===== src/rtl/qb_pkg.sv =====
package qb_pkg;
  // Sequencer phase: FIRST means the next edge moves words 1-2,
  // SECOND means the next edge moves words 3-4.
  typedef enum logic [1:0] {
    PH_IDLE   = 2'd0,
    PH_FIRST  = 2'd1,
    PH_SECOND = 2'd2
  } burst_ph_e;

  localparam int WORDS_PER_CMD = 4;
  localparam int WORDS_PER_CLK = 2;
endpackage


===== src/rtl/qb_burst_seq.sv =====
module qb_burst_seq
  import qb_pkg::*;
#(
  parameter int AW = 20
) (
  input  logic          clk,
  input  logic          rst,
  input  logic          cmd_n,
  input  logic [AW-1:0] cmd_addr,
  output logic          accept,
  output logic          busy,
  output logic [AW-1:0] lane0_addr,
  output logic [AW-1:0] lane1_addr
);
  localparam int CNT_W = $clog2(WORDS_PER_CMD);

  burst_ph_e      ph;
  logic [AW-1:0]  base;
  logic [CNT_W-1:0] off0;
  logic [CNT_W-1:0] cnt0;
  logic [CNT_W-1:0] cnt1;

  // A request landing while words 1-2 are due is discarded.
  assign accept = !cmd_n && (ph != PH_FIRST);
  assign busy   = (ph != PH_IDLE);

  // Linear counter wrapping inside the aligned group of four.
  assign off0 = (ph == PH_SECOND) ? CNT_W'(WORDS_PER_CLK) : '0;
  assign cnt0 = base[CNT_W-1:0] + off0;
  assign cnt1 = cnt0 + CNT_W'(1);
  assign lane0_addr = {base[AW-1:CNT_W], cnt0};
  assign lane1_addr = {base[AW-1:CNT_W], cnt1};

  always_ff @(posedge clk) begin
    if (rst) begin
      ph   <= PH_IDLE;
      base <= '0;
    end else if (accept) begin
      ph   <= PH_FIRST;
      base <= cmd_addr;
    end else if (ph == PH_FIRST) begin
      ph   <= PH_SECOND;
    end else begin
      ph   <= PH_IDLE;
    end
  end

  AST_SEQ_NO_REPEAT: assert property (@(posedge clk) disable iff (rst)
    accept |=> !accept);

  AST_SEQ_WRAP: assert property (@(posedge clk) disable iff (rst)
    (ph == PH_SECOND) |-> (lane0_addr[AW-1:CNT_W] == $past(lane0_addr[AW-1:CNT_W]) &&
                           lane0_addr[CNT_W-1:0] == $past(lane0_addr[CNT_W-1:0]) + CNT_W'(2)));
endmodule


===== src/rtl/qb_sram_bank.sv =====
module qb_sram_bank #(
  parameter int IW = 7,
  parameter int DW = 18,
  parameter int NB = 2
) (
  input  logic          clk,
  input  logic          rst,
  input  logic          we,
  input  logic [IW-1:0] waddr,
  input  logic [DW-1:0] wdata,
  input  logic [NB-1:0] wben_n,
  input  logic [IW-1:0] raddr,
  output logic [DW-1:0] dout
);
  localparam int BYTE_W = DW / NB;
  localparam int DEPTH  = 1 << IW;

  logic [DW-1:0] mem [DEPTH];
  logic [DW-1:0] rd_q;
  logic [DW-1:0] fwd_q;
  logic [NB-1:0] fwd_sel_q;

  for (genvar b = 0; b < NB; b++) begin : g_byte
    always_ff @(posedge clk) begin
      if (we && !wben_n[b])
        mem[waddr][b*BYTE_W +: BYTE_W] <= wdata[b*BYTE_W +: BYTE_W];
    end

    // Registered read returns the old word; same-edge write bytes override.
    assign dout[b*BYTE_W +: BYTE_W] = fwd_sel_q[b] ? fwd_q[b*BYTE_W +: BYTE_W]
                                                   : rd_q[b*BYTE_W +: BYTE_W];

    AST_BANK_FWD: assert property (@(posedge clk) disable iff (rst)
      (we && (raddr == waddr) && !wben_n[b]) |=>
        (dout[b*BYTE_W +: BYTE_W] == $past(wdata[b*BYTE_W +: BYTE_W])));
  end

  always_ff @(posedge clk) begin
    rd_q  <= mem[raddr];
    fwd_q <= wdata;
  end

  always_ff @(posedge clk) begin
    if (rst)
      fwd_sel_q <= '0;
    else if (we && (raddr == waddr))
      fwd_sel_q <= ~wben_n;
    else
      fwd_sel_q <= '0;
  end
endmodule


===== src/rtl/quad_burst_sram.sv =====
module quad_burst_sram
  import qb_pkg::*;
#(
  parameter int AW     = 20,
  parameter int DW     = 18,
  parameter int NB     = 2,
  parameter int MEM_AW = 8
) (
  input  logic          clk,
  input  logic          rst,
  input  logic          rd_cmd_n,
  input  logic          wr_cmd_n,
  input  logic [AW-1:0] cmd_addr,
  input  logic [DW-1:0] wdat_rise,
  input  logic [DW-1:0] wdat_fall,
  input  logic [NB-1:0] wben_rise,
  input  logic [NB-1:0] wben_fall,
  output logic [DW-1:0] rdat_rise,
  output logic [DW-1:0] rdat_fall,
  output logic          rdat_vld
);
  localparam int IW    = MEM_AW - 1;
  localparam int NBANK = WORDS_PER_CLK;

  logic          r_acc, r_go, w_acc, w_go;
  logic [AW-1:0] ra_rise, ra_fall, wa_rise, wa_fall;

  qb_burst_seq #(.AW(AW)) i_rd_seq (
    .clk        (clk),
    .rst        (rst),
    .cmd_n      (rd_cmd_n),
    .cmd_addr   (cmd_addr),
    .accept     (r_acc),
    .busy       (r_go),
    .lane0_addr (ra_rise),
    .lane1_addr (ra_fall)
  );

  qb_burst_seq #(.AW(AW)) i_wr_seq (
    .clk        (clk),
    .rst        (rst),
    .cmd_n      (wr_cmd_n),
    .cmd_addr   (cmd_addr),
    .accept     (w_acc),
    .busy       (w_go),
    .lane0_addr (wa_rise),
    .lane1_addr (wa_fall)
  );

  // The two words of one edge always differ in address bit 0, so each
  // bank (even/odd) sees exactly one write and one read per edge.
  logic [IW-1:0] bk_waddr [NBANK];
  logic [IW-1:0] bk_raddr [NBANK];
  logic [DW-1:0] bk_wdata [NBANK];
  logic [NB-1:0] bk_wben  [NBANK];
  logic [DW-1:0] bk_dout  [NBANK];

  for (genvar b = 0; b < NBANK; b++) begin : g_bank
    logic w_from_rise;
    logic r_from_rise;
    assign w_from_rise = (wa_rise[0] == 1'(b));
    assign r_from_rise = (ra_rise[0] == 1'(b));
    assign bk_waddr[b] = w_from_rise ? wa_rise[MEM_AW-1:1] : wa_fall[MEM_AW-1:1];
    assign bk_wdata[b] = w_from_rise ? wdat_rise : wdat_fall;
    assign bk_wben[b]  = w_from_rise ? wben_rise : wben_fall;
    assign bk_raddr[b] = r_from_rise ? ra_rise[MEM_AW-1:1] : ra_fall[MEM_AW-1:1];

    qb_sram_bank #(.IW(IW), .DW(DW), .NB(NB)) i_bank (
      .clk    (clk),
      .rst    (rst),
      .we     (w_go),
      .waddr  (bk_waddr[b]),
      .wdata  (bk_wdata[b]),
      .wben_n (bk_wben[b]),
      .raddr  (bk_raddr[b]),
      .dout   (bk_dout[b])
    );
  end

  logic rd_vld_q;
  logic rd_sel_q;

  always_ff @(posedge clk) begin
    if (rst) begin
      rd_vld_q <= 1'b0;
      rd_sel_q <= 1'b0;
    end else begin
      rd_vld_q <= r_go;
      rd_sel_q <= ra_rise[0];
    end
  end

  assign rdat_vld  = rd_vld_q;
  assign rdat_rise = rd_sel_q ? bk_dout[1] : bk_dout[0];
  assign rdat_fall = rd_sel_q ? bk_dout[0] : bk_dout[1];

  AST_RD_LATENCY: assert property (@(posedge clk) disable iff (rst)
    r_acc |=> ##1 rdat_vld);

  AST_RD_PAIR: assert property (@(posedge clk) disable iff (rst)
    $rose(rdat_vld) |=> rdat_vld);

  AST_VALID_DROP: assert property (@(posedge clk) disable iff (rst)
    !r_go |=> !rdat_vld);

  AST_RD_LANE_GROUP: assert property (@(posedge clk) disable iff (rst)
    r_go |-> (ra_rise[AW-1:2] == ra_fall[AW-1:2]));

  AST_WR_LANE_GROUP: assert property (@(posedge clk) disable iff (rst)
    w_go |-> (wa_rise[AW-1:2] == wa_fall[AW-1:2]));

  AST_WR_NO_REPEAT: assert property (@(posedge clk) disable iff (rst)
    w_acc |=> !w_acc);
endmodule


===== config.mk =====
export PLATFORM = sky130hd
export DESIGN_NAME = quad_burst_sram
export DESIGN_NICKNAME = d
export VERILOG_FILES = /design/src/rtl/qb_pkg.sv /design/src/rtl/qb_burst_seq.sv /design/src/rtl/qb_sram_bank.sv /design/src/rtl/quad_burst_sram.sv
export SDC_FILE = /design/constraint.sdc
export NUM_CORES = 2
export LEC_CHECK = 0
export BUFFER_PORTS_ARGS = -buffer_cell sky130_fd_sc_hd__buf_2
export CAP_MARGIN = 0
export CORE_MARGIN = 10
export CORE_UTILIZATION = 40
export CTS_BUF_LIST = sky130_fd_sc_hd__clkbuf_4 sky130_fd_sc_hd__clkbuf_8
export DETAILED_ROUTE_END_ITERATION = 8
export HOLD_SLACK_MARGIN = 0.06
export PLACE_DENSITY_LB_ADDON = 0.25
export SLEW_MARGIN = 20
export SYNTH_ARGS = -nofsm -noshare
export SYNTH_HDL_FRONTEND = slang
export SYNTH_MEMORY_MAX_BITS = 65536
export SYNTH_SLANG_ARGS = --single-unit

===== constraint.sdc =====
create_clock -name clk -period 4.3 [get_ports clk]
set_clock_uncertainty 0.2 [all_clocks]
set_input_delay 0.645 -clock clk [delete_from_list [all_inputs] [get_ports clk]]
set_output_delay 0.645 -clock clk [all_outputs]
set_load 0.02 [all_outputs]

* Yosys cells after proc, flatten, opt, wreduce, memory -nomap -nowiden
Memory sizes are Yosys's and may differ from the RTL's. A register that Yosys moved wholly into a read port is not among the register bits.
Cells that the tools add are included.
** Storage, ports and cells
- Flip-flop bits (word level) :: 62
- Bits in writable memories :: 4608
- Input bits :: 64
- Output and inout bits :: 37
- Word-level logic and storage cells :: 78
- Memories kept :: 2
** Memory list
- g_bank[0].i_bank.mem :: words 128, width 18, read ports 1, clocked after Yosys merged registers in 1, wr ports 1, RTL line qb_sram_bank.sv:18 : logic [DW-1:0] mem [DEPTH];
- g_bank[1].i_bank.mem :: words 128, width 18, read ports 1, clocked after Yosys merged registers in 1, wr ports 1, RTL line qb_sram_bank.sv:18
** Operators by class
- Add/subtract/negate cells :: 4
- Equality and inequality tests :: 8
- Multiplexer cells :: 28
- Bitwise gates (word level) :: 4
- Reduce and logical (&&, ||, !) cells :: 20
** Operators with widths (number)
- $mux W18 :: 4
- $mux W9 :: 4
- $eq A7 B7 Y1 :: 2
- $mux W1 :: 14
- $mux W2 :: 6
- $logic_and A1 B1 Y1 :: 8
- $reduce_or A2 Y1 :: 4
- $logic_not A1 Y1 :: 6
- $add A2 B1 Y2 const B :: 2
- $add A2 B2 Y2 :: 2
- $eq A2 B1 Y1 const B :: 2
- $eq A2 B2 Y1 const B :: 2
- $ne A2 B1 Y1 const B :: 2
- $not A2 Y2 :: 2
- $reduce_bool A2 Y1 :: 2
- $not A1 Y1 :: 2

* Longest topological paths before layout
- Word-level depth :: 9
- Mapped depth :: 13
- Depth with buffers taken out :: 9

* Cells and area by module
A second synthesis with hierarchy kept.
** Second synthesis, totals
- Cells, all modules :: 7712
- Area total of the unflattened synthesis :: 183370.9 um2
** By module, submodules not included
- qb_sram_bank :: times used 2, cells an instance 3662, area an instance 89529.6 um2
- qb_burst_seq :: times used 2, cells an instance 134, area an instance 1298.7 um2
- quad_burst_sram :: times used 1, cells an instance 120, area an instance 1714.1 um2

* Worst setup path before layout
No wires, ideal clock.
- Kind :: reg2reg
- Start :: register i_rd_seq.ph[0]
- End :: register g_bank[0].i_bank.rd_q[17] (read register of g_bank[0].i_bank.mem)
- Data arrival time :: 3.255 ns
- Required time :: 3.979 ns
- Slack :: 0.724 ns
- Stages on the path, launching flop included :: 10
- Buffers on the path :: 2
- Period minus slack after synthesis :: 3.576 ns
- Path through :: dfxtp_1 > nand2b_1 > xnor2_1 > ha_1 > buf_2 > clkbuf_1 > mux4_2 > mux4_2 > mux4_2 > mux2_2
** On the way
- Cells in the longest elaborated chain, start to end :: 5
** RTL lines
- start, declared :: RTL line qb_burst_seq.sv:17 : burst_ph_e ph;
- start signal, assigned :: RTL line qb_burst_seq.sv:36 : ph <= PH_IDLE;
- start signal, assigned :: RTL line qb_burst_seq.sv:39 : ph <= PH_FIRST;
- start signal, assigned :: RTL line qb_burst_seq.sv:42 : ph <= PH_SECOND;
- $eq A2 B2 Y1 * :: RTL line qb_burst_seq.sv:28 : assign off0 = (ph == PH_SECOND) ? CNT_W'(WORDS_PER_CLK) : '0;
- $mux W2 * :: RTL line qb_burst_seq.sv:28
- $add A2 B2 Y2 * :: RTL line qb_burst_seq.sv:29 : assign cnt0 = base[CNT_W-1:0] + off0;
- $add A2 B1 Y2 :: RTL line qb_burst_seq.sv:30 : assign cnt1 = cnt0 + CNT_W'(1);
- $mux W1 * :: RTL line quad_burst_sram.sv:66 : assign bk_raddr[b] = r_from_rise ? ra_rise[MEM_AW-1:1] : ra_fall[MEM_AW-1:1];
- end, declared :: RTL line qb_sram_bank.sv:19 : logic [DW-1:0] rd_q;
Every way passes the cells marked *; elsewhere a longest branch is shown, timed or not.
A chain may end at the register's enable or synchronous reset.

* Final worst setup path
- Start :: register i_rd_seq.ph[0]
- End :: register g_bank[1].i_bank.rd_q[5] (read register of g_bank[1].i_bank.mem)
** On the way
- Cells in the longest elaborated chain, start to end :: 5
** RTL lines (RTL line)
- $eq A2 B2 Y1 * :: qb_burst_seq.sv:28
- $mux W2 * :: qb_burst_seq.sv:28
- $add A2 B2 Y2 * :: qb_burst_seq.sv:29
- $add A2 B1 Y2 :: qb_burst_seq.sv:30
- $mux W1 * :: quad_burst_sram.sv:66
- end, declared :: qb_sram_bank.sv:19
Marked as above.

==> results.cfg <==
[status]
status = completed

[routing]
drt-vias-per-instance = 5.55
ant_nets = 0
dr.pass1.iters = 6
wl_um = 480000
post-route-drc-count = 0
wl_per_cell_um = 27.6
vias = 96200
drt_iter0_drc = 10000

[power]
power_density_nw_per_um2 = 467
power_w = 0.0977
power_frac_comb_pct = 9.5
vdd_drop_max_uv = 337
p_int_w = 0.0743
p_switching_w = 0.0234
power.share.clock_pct = 38.1
seqPwrFrac_pct = 52.4
switching_share_pct = 23.9
leakage_nw = 69.3

[place]
dpl_cell_area_um2 = 194000
gp_congestion = 0.829
dp_hpwl_um = 290000
port_buffers = 88
dp_slack_ps = 3.00

[grt]
grt_max_degree = 130
grt_pass1_wl_um = 690000
gr-usage-all-layers_pct = 19.4
grt_pass1_vias = 97100
antenna_found_initial = 26
grt_overflow = 0

[synth]
ys_seq_elements = 4706
synth_top_flop_cell = edfxtp_1
synthDistinctLibCells = 29
synth_edf_count = 4608
ys_seq_area_share_pct = 77.4
syn_avg_cell_area_um2 = 18.4
async_flop_share_pct = 0
syn-num-nets = 9928
synth_warnings = 0
netlist_instances = 9860
synth_area_um2 = 181000

[worst_setup_path]
cp_slowest_stage_delay_ps = 610
critPathBufInv = 4
worstRegToRegCells = 13
critPathLaunchType = flop
worstPathCellList = nand2b_1, xnor2_1, ha_2, nor2_4, buf_12, buf_12, buf_12, mux2i_1, o22ai_1, nor4_1, nor4_1, buf_4, or4_1
worst_setup_path_end_kind = flop
crit_family = simple AND/OR/NAND/NOR gates
cpMostUsedCell = buf_12
cp.required_ps = 5220
cp.arrival_ps = 5010
crit_cells = 13
path_max_fanout = 28
crit_type = reg -> reg
cp_slowest_cell = nor4_1

[clock_tree]
root_buffer = clkbuf_8
cts_buffers = 730
h-tree-depth = 6
clockBufferDepth = 4
clk_latency_ps = 1240
cts_tree = yes
clk_pin_slew_worst_paths_ps = 60
clkSinkCount = 4706

[timing]
setup_violations = 0
finalHoldViolCount = 0
worst_pin_slew_ps = 1130
min_period_over_period_pct = 95.2
finalCriticalPeriod_ps = 4090
max_freq_ghz = 0.244
setup_ws_ps = 208
slew_viol_final = 0
slew_headroom_pct = 24.5
rsz0062_at_grt = no

[floorplan]
fp-row-count = 247
die_w_um = 693
die_area_um2 = 481000
initial_core_util_pct = 40.1
core_area_um2 = 452000
die_height_um = 693
io_pins = 101

[cells_and_area]
nNetsFinal = 10900
regArea_um2 = 140000
finalInstanceArea_um2 = 209000
fillCellCount = 38000
multiInputGateArea_um2 = 38900
syn2layout_area_growth_pct = 15.3
drive_gt1_share_pct = 24.3

[min_path]
hold_depth = 2
hp-class = in -> reg

[job]
drv_cap = 0
==> final cells by class <==
cell class / instances / share of cell area, %
clock buffers: 984 / 5.81
repair buffers: 842 / 3.79
flip-flops and latches: 4706 / 67.1
clock inverters: 305 / 1.05
diodes: 14 / 0.0168
multi-input cells: 4518 / 18.6
well taps: 5976 / 3.58
inverters: 4 / 0.00718
==> metal layers <==
layer | GRT usage, % | share of wire (%) | wire [um] | up-vias
li1 | - | - | - | 41300
met1 | 27.2 | 42 | 202000 | 50400
met2 | 30.8 | 47 | 227000 | 3824
met3 | 3.99 | 7.9 | 38000 | 711
met4 | 5.40 | 2.7 | 12800 | 10
met5 | 0 | 0.014 | 69 | -
==> kinds of logic after synthesis <==
kind of cell	Yosys count	share of synthesized area, %
adder cells (fa/ha/maj)	4	0.0276
flip-flops	4706	77.4
AND/OR/NAND/NOR	2086	4.80
buffers and inverters	636	1.38
multiplexers	1478	13.4
XOR/XNOR	10	0.0483
AO/OA/AOI/OAI	940	2.94
==> cell usage after synthesis, types with 7 or more instances <==
cell type	n	area (um2)
mux2i_1	664	6650
nand2_1	1197	4490
buf_2	88	440
dfxtp_1	98	1960
nor4_1	289	1810
or4_1	18	135
nand3_1	7	35.0
o22ai_1	288	1800
o41ai_1	72	631
clkbuf_1	451	1690
a21oi_1	578	2890
nor2_1	546	2050
nor2b_1	10	62.6
edfxtp_1	4608	138000
mux4_2	756	17000
mux2_2	58	653
buf_1	92	345
==> through the flow <==
| step | hold WS, ps | std cells | util (%) | setup TNS [ps] |
|---|---|---|---|---|
| floorplan | 244 | 9860 | - | 0 |
| global placement | 278 | 16000 | 42.8 | -60.2 |
| detailed placement | 264 | 16000 | 42.8 | 0 |
| CTS | 68.0 | 17300 | 46.2 | -12.8 |
| global route | 105 | 17300 | 46.2 | 0 |
| finish | 197 | 17300 | 46.2 | 0 |
==> placed cells by master, fill, tap and decap left out, types with 69 or more instances in the layout <==
cell type      netlist  final
edfxtp_1          4608   4608
nand2_1           1197   1186
clkbuf_8             0    760
mux4_2             756    756
mux2i_1            664    657
a21oi_1            578    577
buf_4                0    547
nor2_1             546    544
o22ai_1            288    288
nor4_1             289    280
clkbuf_4             0    224
clkinv_1             0    163
buf_12               0    130
dfxtp_1             98     90
buf_2               88     88
dlygate4sd3_1        0     76
o41ai_1             72     69
==> state kept, by name, summed over array words and instances (netlist names) <==
signal,count
i_rd_seq.ph,2
g_bank.i_bank.mem,4608
g_bank.i_bank.fwd_q,36
i_wr_seq.ph,2
g_bank.i_bank.fwd_sel_q,4
rd_sel_q,1
i_rd_seq.base,8
i_wr_seq.base,8
rdat_vld,1
g_bank.i_bank.rd_q,36
==> final timing paths <==
| path | startpoint | endpoint | slack (ps) |
|---|---|---|---|
| max | i_rd_seq.ph[0]$_SDFF_PP0_ | g_bank[1].i_bank.rd_q[5]$_DFF_P_ | 210 |
| min | wdat_rise[14] | g_bank[1].i_bank.mem[121][14]$_DFFE_PP_ | 200 |
| max reg2reg | i_rd_seq.ph[0]$_SDFF_PP0_ | g_bank[1].i_bank.rd_q[5]$_DFF_P_ | 210 |
| min reg2reg | i_rd_seq.ph[1]$_SDFF_PP0_ | i_rd_seq.ph[1]$_SDFF_PP0_ | 270 |
==> power by group through the flow <==
| stage | Clock (W) | Sequential (W) | Combinational, W |
|---|---|---|---|
| after global placement | 0 | 0.0521 | 0.00908 |
| after global routing | 0.0400 | 0.0511 | 0.00982 |
| after CTS | 0.0379 | 0.0511 | 0.00937 |
| after floorplan | 0 | 0.0520 | 0.00519 |
| after detailed placement | 0 | 0.0521 | 0.00922 |
| final | 0.0372 | 0.0511 | 0.00931 |
==> repair_timing <==
action,4_1_cts,5_1_grt
gates resized for setup,4,12
gates cloned,0,0
buffers inserted,0,0
hold endpoints to repair,790,0
endpoints found under the setup margin,4,12
hold buffers,85,0
No activity file was read; power rests on OpenSTA's default activity.
